$ cat src/rtl/pm_pkg.sv
package pm_pkg;

  // Fixed levels of the two classes that sit above all programmable levels
  localparam int PM_HF_LVL  = -1;
  localparam int PM_NMI_LVL = -2;

  function automatic int pm_min(input int a, input int b);
    return (a < b) ? a : b;
  endfunction

  // Raise-only rule: nonzero and tighter than (or replacing an absent) threshold
  function automatic bit pm_raise_ok(input int cur, input int nv);
    return (nv != 0) && ((cur == 0) || (nv < cur));
  endfunction

  // Effective level from the active level, the threshold and the two masks
  function automatic int pm_eff(input bit act_v, input int act, input int thr,
                                input bit dis, input bit flt, input int thread_lvl);
    int e;
    e = act_v ? act : thread_lvl;
    if (thr != 0) e = pm_min(e, thr);
    if (dis)      e = pm_min(e, 0);
    if (flt)      e = pm_min(e, PM_HF_LVL);
    return e;
  endfunction

endpackage

$ cat src/rtl/pm_mask_regs.sv
module pm_mask_regs #(
  parameter int PRIO_W = 8
) (
  input  logic              clk,
  input  logic              rst_n,
  input  logic              wr_ok,
  input  logic              dis_we,
  input  logic              dis_val,
  input  logic              flt_we,
  input  logic              flt_val,
  input  logic              thr_we,
  input  logic [PRIO_W-1:0] thr_val,
  input  logic              thr_raise_we,
  input  logic [PRIO_W-1:0] thr_raise_val,
  input  logic              exc_exit,
  output logic              dis_q,
  output logic              flt_q,
  output logic [PRIO_W-1:0] thr_q,
  output logic              raise_taken
);
  import pm_pkg::*;

  logic plain_take;
  logic raise_try;

  assign plain_take  = wr_ok & thr_we;
  assign raise_try   = wr_ok & thr_raise_we & ~thr_we;
  assign raise_taken = raise_try & pm_raise_ok(int'(thr_q), int'(thr_raise_val));

  always_ff @(posedge clk or negedge rst_n) begin
    if (!rst_n) begin
      dis_q <= 1'b0;
      flt_q <= 1'b0;
      thr_q <= '0;
    end else begin
      if (wr_ok && dis_we) dis_q <= dis_val;
      if (exc_exit)                flt_q <= 1'b0;
      else if (wr_ok && flt_we)    flt_q <= flt_val;
      if (plain_take)       thr_q <= thr_val;
      else if (raise_taken) thr_q <= thr_raise_val;
    end
  end

  assert_exit_clears_R9: assert property (@(posedge clk) disable iff (!rst_n)
    exc_exit |=> !flt_q);

  assert_raise_tightens_R7: assert property (@(posedge clk) disable iff (!rst_n)
    raise_try |=> (thr_q == $past(thr_q)) ||
                  ((thr_q != 0) && (($past(thr_q) == 0) || (thr_q < $past(thr_q)))));

  assert_plain_wins_R8: assert property (@(posedge clk) disable iff (!rst_n)
    (wr_ok && thr_we && thr_raise_we) |=> (thr_q == $past(thr_val)));

  assert_locked_R10: assert property (@(posedge clk) disable iff (!rst_n)
    (!wr_ok && !exc_exit) |=> $stable({dis_q, flt_q, thr_q}));

endmodule

$ cat src/rtl/pm_level_calc.sv
module pm_level_calc #(
  parameter int PRIO_W = 8,
  parameter int LVL_W  = PRIO_W + 2
) (
  input  logic                    active_valid,
  input  logic [PRIO_W-1:0]       active_lvl,
  input  logic                    dis_q,
  input  logic                    flt_q,
  input  logic [PRIO_W-1:0]       thr_q,
  output logic signed [LVL_W-1:0] eff_prio
);
  import pm_pkg::*;

  localparam int THREAD_LVL = 1 << PRIO_W;

  int eff_i;

  always_comb begin
    eff_i    = pm_eff(active_valid, int'(active_lvl), int'(thr_q), dis_q, flt_q, THREAD_LVL);
    eff_prio = LVL_W'(eff_i);
  end

endmodule

$ cat src/rtl/pm_req_gate.sv
module pm_req_gate #(
  parameter int LVL_W = 10
) (
  input  logic                    valid,
  input  logic signed [LVL_W-1:0] lvl,
  input  logic signed [LVL_W-1:0] eff_prio,
  output logic                    pass
);
  assign pass = valid & (lvl < eff_prio);
endmodule

$ cat src/rtl/exec_prio_mask.sv
module exec_prio_mask #(
  parameter int PRIO_W  = 8,
  parameter int NUM_REQ = 4,
  parameter int LVL_W   = PRIO_W + 2
) (
  input  logic                        clk,
  input  logic                        rst_n,
  input  logic                        wr_ok,
  input  logic                        dis_we,
  input  logic                        dis_val,
  input  logic                        flt_we,
  input  logic                        flt_val,
  input  logic                        thr_we,
  input  logic [PRIO_W-1:0]           thr_val,
  input  logic                        thr_raise_we,
  input  logic [PRIO_W-1:0]           thr_raise_val,
  input  logic                        exc_exit,
  input  logic                        active_valid,
  input  logic [PRIO_W-1:0]           active_lvl,
  input  logic [NUM_REQ-1:0]          req_valid,
  input  logic [NUM_REQ*PRIO_W-1:0]   req_lvl,
  input  logic                        hf_req,
  input  logic                        nmi_req,
  output logic signed [LVL_W-1:0]     eff_prio,
  output logic [NUM_REQ-1:0]          req_pass,
  output logic                        hf_pass,
  output logic                        nmi_pass,
  output logic                        dis_q,
  output logic                        flt_q,
  output logic [PRIO_W-1:0]           thr_q
);
  import pm_pkg::*;

  localparam int PAD_W = LVL_W - PRIO_W;
  localparam logic signed [LVL_W-1:0] HF_LVL  = LVL_W'(PM_HF_LVL);
  localparam logic signed [LVL_W-1:0] NMI_LVL = LVL_W'(PM_NMI_LVL);

  logic raise_taken;

  pm_mask_regs #(.PRIO_W(PRIO_W)) u_regs (
    .clk(clk), .rst_n(rst_n), .wr_ok(wr_ok),
    .dis_we(dis_we), .dis_val(dis_val),
    .flt_we(flt_we), .flt_val(flt_val),
    .thr_we(thr_we), .thr_val(thr_val),
    .thr_raise_we(thr_raise_we), .thr_raise_val(thr_raise_val),
    .exc_exit(exc_exit),
    .dis_q(dis_q), .flt_q(flt_q), .thr_q(thr_q),
    .raise_taken(raise_taken)
  );

  pm_level_calc #(.PRIO_W(PRIO_W), .LVL_W(LVL_W)) u_calc (
    .active_valid(active_valid), .active_lvl(active_lvl),
    .dis_q(dis_q), .flt_q(flt_q), .thr_q(thr_q),
    .eff_prio(eff_prio)
  );

  for (genvar i = 0; i < NUM_REQ; i++) begin : g_req
    logic signed [LVL_W-1:0] lvl_s;
    assign lvl_s = $signed({{PAD_W{1'b0}}, req_lvl[i*PRIO_W +: PRIO_W]});
    pm_req_gate #(.LVL_W(LVL_W)) u_gate (
      .valid(req_valid[i]), .lvl(lvl_s), .eff_prio(eff_prio), .pass(req_pass[i])
    );
    assert_pass_valid_R11: assert property (@(posedge clk) disable iff (!rst_n)
      req_pass[i] |-> req_valid[i]);
    assert_dis_blocks_R3: assert property (@(posedge clk) disable iff (!rst_n)
      dis_q |-> !req_pass[i]);
  end

  pm_req_gate #(.LVL_W(LVL_W)) u_hf_gate (
    .valid(hf_req), .lvl(HF_LVL), .eff_prio(eff_prio), .pass(hf_pass)
  );
  pm_req_gate #(.LVL_W(LVL_W)) u_nmi_gate (
    .valid(nmi_req), .lvl(NMI_LVL), .eff_prio(eff_prio), .pass(nmi_pass)
  );

  assert_dis_level_R3: assert property (@(posedge clk) disable iff (!rst_n)
    dis_q |-> (eff_prio <= 0));
  assert_flt_level_R4: assert property (@(posedge clk) disable iff (!rst_n)
    flt_q |-> (eff_prio == HF_LVL));
  assert_flt_blocks_hf_R4: assert property (@(posedge clk) disable iff (!rst_n)
    flt_q |-> !hf_pass);
  assert_below_active_R2: assert property (@(posedge clk) disable iff (!rst_n)
    active_valid |-> (eff_prio <= $signed({{PAD_W{1'b0}}, active_lvl})));
  assert_thr_bound_R5: assert property (@(posedge clk) disable iff (!rst_n)
    (thr_q != 0) |-> (eff_prio <= $signed({{PAD_W{1'b0}}, thr_q})));
  assert_raise_event_R7: assert property (@(posedge clk) disable iff (!rst_n)
    raise_taken |=> (thr_q != 0));

endmodule

$ cat config.mk
export PLATFORM = sky130hd
export DESIGN_NAME = exec_prio_mask
export DESIGN_NICKNAME = d
export VERILOG_FILES = /design/src/rtl/pm_pkg.sv /design/src/rtl/pm_mask_regs.sv /design/src/rtl/pm_level_calc.sv /design/src/rtl/pm_req_gate.sv /design/src/rtl/exec_prio_mask.sv
export SDC_FILE = /design/constraint.sdc
export NUM_CORES = 1
export LEC_CHECK = 0
export ABC_CLOCK_PERIOD_IN_PS = 4000
export CAP_MARGIN = 20
export CORE_MARGIN = 8
export CORE_UTILIZATION = 41
export DETAILED_ROUTE_END_ITERATION = 12
export PLACE_DENSITY_LB_ADDON = 0.1
export RECOVER_POWER = 25
export SYNTH_ARGS = -nofsm -noshare
export SYNTH_HDL_FRONTEND = slang
export SYNTH_SLANG_ARGS = --single-unit
$ cat constraint.sdc
create_clock -name clk -period 4 [get_ports clk]
set_input_delay 0.4 -clock clk [delete_from_list [all_inputs] [get_ports clk]]
set_output_delay 0.4 -clock clk [all_outputs]
set_load 0.1 [all_outputs]
==> Flow_metrics.wiki <==
{| class="wikitable"
! Metric !! Value
|-
| Number of buffer cells added on primary ports || 96
|-
| Number of buffers added by the clock tree synthesis step || 3
|-
| Global-route wire length before repair || 12.19 mm
|-
| Crit share post-route || 102.5%
|-
| Level count of the clock H-tree || 1
|-
| Standard cell with the maximum stage delay on the critical path || dfrtp_4
|-
| Clock Skew || 0.002590 ns
|-
| Class of the most critical setup path || flip-flop to output port
|-
| Crit Reg-Reg Endpoint || u_regs.thr_q[2]$_DFFE_PN0P_
|-
| Syn-to-layout area delta || 86.57%
|-
| # clock sinks || 10
|-
| Crit end category || output port
|-
| Largest stage delay on the critical path || 0.48 ns
|-
| Critical path startpoint category || flip-flop
|-
| Number of nets in the synthesized netlist || 348
|-
| Worst setup slack after placement || -0.5410 ns
|-
| Total number of placement rows || 25
|-
| Post-route setup TNS || -0.3416 ns
|-
| Commonest non-fill, non-tap cells in the layout || 74 x clkdlybuf4s50_1, 40 x buf_4, 31 x ha_1, 18 x a21o_1, 18 x nand2_1
|-
| Failing checks || negative setup slack
|-
| Pin count of the biggest net entering global routing || 20
|-
| Run status || complete, but fails checks
|-
| Leading post-synthesis cells by cell area || ha_1 27%, dfrtp_1 13%, a21o_1 7.0%, o21a_1 4.3%, mux2i_1 3.6%
|-
| Clock tree root driver cell || clkbuf_8
|-
| Flops & latches, synth || 10
|-
| Num ports || 99
|-
| Setup slack on the worst flop-to-flop path || 1.76 ns
|-
| Total congestion overflow after global routing || 0
|-
| Crit-path cells || inv_4, ha_4, o211ai_1, a31oi_1, o21ai_1, a22o_1, mux2i_1, o21a_2, buf_4, ha_4, a21o_1, a21o_1, a21o_1, a21oi_2, o211ai_1, o22ai_2, buf_12
|-
| Number of cells produced by synthesis || 233
|-
| Total power consumption of the routed design || 1.501 mW
|-
| Critical R2R Launch || u_regs.thr_q[2]$_DFFE_PN0P_
|-
| Worst-path maximum fanout || 4
|-
| Routability congestion estimate || 0.9245
|-
| Maximum resistive drop on vdd || 0.0002634 V
|-
| Share of synthesized flip-flops with an asynchronous set or reset || 100.0%
|-
| Sum of buffers and inverters on the critical path || 3
|-
| Post-route DRC violation count || 0
|-
| DP Wirelength || 5.693 mm
|-
| Final min period || 4.101 ns
|-
| Clock tree from TritonCTS || yes
|-
| Kind of cell adding the most delay to the critical path || compound AO/OA/AOI/OAI gates
|-
| Predominant post-synthesis flop cell || dfrtp_1
|-
| Die Width || 84.58 um
|-
| Arrival time of data at the critical path endpoint || 3.70 ns
|-
| Sequential fraction of the synthesis area || 12.98%
|-
| Number of global-route vias before repair || 2451
|-
| All-Layer GR Usage || 20.54%
|-
| Max Root-Sink Buffers || 2
|-
| Peak Freq || 243.8 MHz
|-
| Setup-violating endpoint count in the final report || 4
|-
| Cell type with the highest aggregate area in the netlist || ha_1
|-
| Count of max-cap constraint violations || 0
|-
| RSZ-0062 raised after global routing || true
|-
| Utilization after layout || 77.70%
|-
| Required time worst endpoint || 3.60 ns
|-
| Layout Nets || 478
|-
| Max-Slew Margin vs Limit || 33.68%
|-
| Vias/cell || 5.524
|-
| Violation count after the first detailed-routing iteration || 85
|-
| Number of synthesized flops with an enable pin || 0
|-
| Final hold violations || 0
|-
| Actual transition at the worst max-transition pin || 0.9918 ns
|-
| Final-report max-slew violation count || 0
|-
| Antenna diode count || 0
|-
| Kind of path behind the tightest hold check || primary input to async pin
|-
| DIE AREA || 7153 um^2
|-
| Area share of the largest cell type after synthesis || 27.26%
|-
| Number of search-and-repair iterations in the first detailed-routing pass || 4
|-
| Starting density of the core || 41.65%
|-
| Mapped cell area || 1928 um^2
|-
| Number of cells on the worst reg-to-reg path || 8
|-
| Final setup margin || -0.1010 ns
|-
| Hold WS || 0.5456 ns
|-
| Avg WL per Cell || 17.50 um
|-
| Std-Cell Core Area || 4629 um^2
|-
| Number of distinct standard cells referenced by the synthesized netlist || 45
|-
| Die height || 84.58 um
|-
| Number of antenna violations at the first check in global routing || 0
|-
| Library cell appearing most often on the critical path || a21o_1
|-
| Yosys warning total || 0
|-
| Pwr Density || 417.2 nW/um^2
|-
| Register clock-pin slew on the reported worst setup and hold paths || 0.05 ns
|-
| Share of cells above drive strength 1 || 30.66%
|-
| Total via count in the routed design || 2298
|-
| Post-route ant nets || 0
|-
| Most frequent standard cell in the layout excluding fill and tap cells || clkdlybuf4s50_1
|-
| Static power due to leakage || 1.600 nW
|-
| Mean instance size in the synthesized netlist || 8.275 um^2
|-
| Wire length after detailed routing || 7.282 mm
|-
| Insertion delay of the later-clocked pin in the worst-skew pair || 0.24 ns
|}
flip-flops by register name, indices dropped and copies added, names as in the netlist:
name	cells
u_regs.dis_q	1
u_regs.flt_q	1
u_regs.thr_q	8
per-stage QoR:
stage	instances	cell area [um^2]
floorplan	233	2004
CTS	412	3551
global route	416	3597
global placement	390	3187
finish	416	3597
detailed placement	390	3187
where the power goes:
| part | leakage (nW) | internal (mW) | total (mW) | switching [mW] |
|---|---|---|---|---|
| combinational | 1.46 | 0.510 | 1.21 | 0.702 |
| sequential | 0.116 | 0.131 | 0.162 | 0.0313 |
| clock | 0.0288 | 0.0865 | 0.126 | 0.0394 |
kinds of logic after synthesis:
logic type	Yosys count	share of synthesized area, %
AOI/OAI and AO/OA	79	29.79
adders and majority gates	42	27.25
buffers and inverters	24	5.776
DFF	10	12.98
muxes	8	4.218
and+or+nand+nor	70	19.99
cell usage after synthesis (2+ instances only):
master	n
and2_1	10
a32o_1	3
ha_1	42
nor2_1	11
nor3_1	2
nor4_1	4
nand2b_1	2
buf_2	2
nand4b_1	3
a21o_1	18
nand2_1	18
a221o_1	5
mux2i_1	7
inv_1	11
o211ai_1	4
o21ai_0	13
o21a_1	11
nand4_1	7
a31oi_1	2
a211oi_1	2
dfrtp_1	10
a22oi_1	4
clkbuf_1	5
a21oi_1	7
buf_4	5
o31ai_1	4
nand3_1	2
or2_2	2
repair_timing:
| action | CTS | global route |
|---|---|---|
| endpoints found under the hold margin | 0 | 0 |
| hold buffers | 0 | 0 |
| resized for setup | 50 | 5 |
| pin swaps | 38 | 15 |
| setup endpoints to repair | 4 | 5 |
| setup buffers | 18 | 5 |
worst reg2reg max path, delay by kind of cell (launching register included):
family / cells / cell delay [ns]
compound gates: 6 / 1.32
flops: 1 / 0.50
fa+ha+maj: 1 / 0.25
buf+inv: 1 / 0.11
per-layer routing:
metal	GRT usage, %	vias up	part of all wire [%]
li1	-	1153	-
met1	24.23	1051	44
met2	36.58	82	49
met3	3.512	12	5.1
met4	6.311	0	1.5
met5	0	-	0
cell type report:
class	instances	area, um^2
Timing Repair Buffer	137	1385
Multi-Input combinational cell	199	1768
Sequential cell	10	271.5
Tap cell	54	67.56
Clock buffer	4	55.05
Fill cell	311	1032
Inverter	12	50.05
worst max path at each step:
stage                                start           to  slack [ns]  cells past startpoint
2_1_floorplan  u_regs.thr_q[1]$_DFFE_PN0P_  req_pass[1]        0.01                     17
3_3_place_gp                  active_valid  req_pass[1]       -0.48                     17
3_5_place_dp                  active_valid  req_pass[3]       -0.54                     17
4_1_cts        u_regs.thr_q[1]$_DFFE_PN0P_  req_pass[3]       -0.02                     16
5_1_grt        u_regs.thr_q[1]$_DFFE_PN0P_  req_pass[0]       -0.20                     17
6_report       u_regs.thr_q[1]$_DFFE_PN0P_  req_pass[0]       -0.10                     17
(Power assumes the default switching activity.)
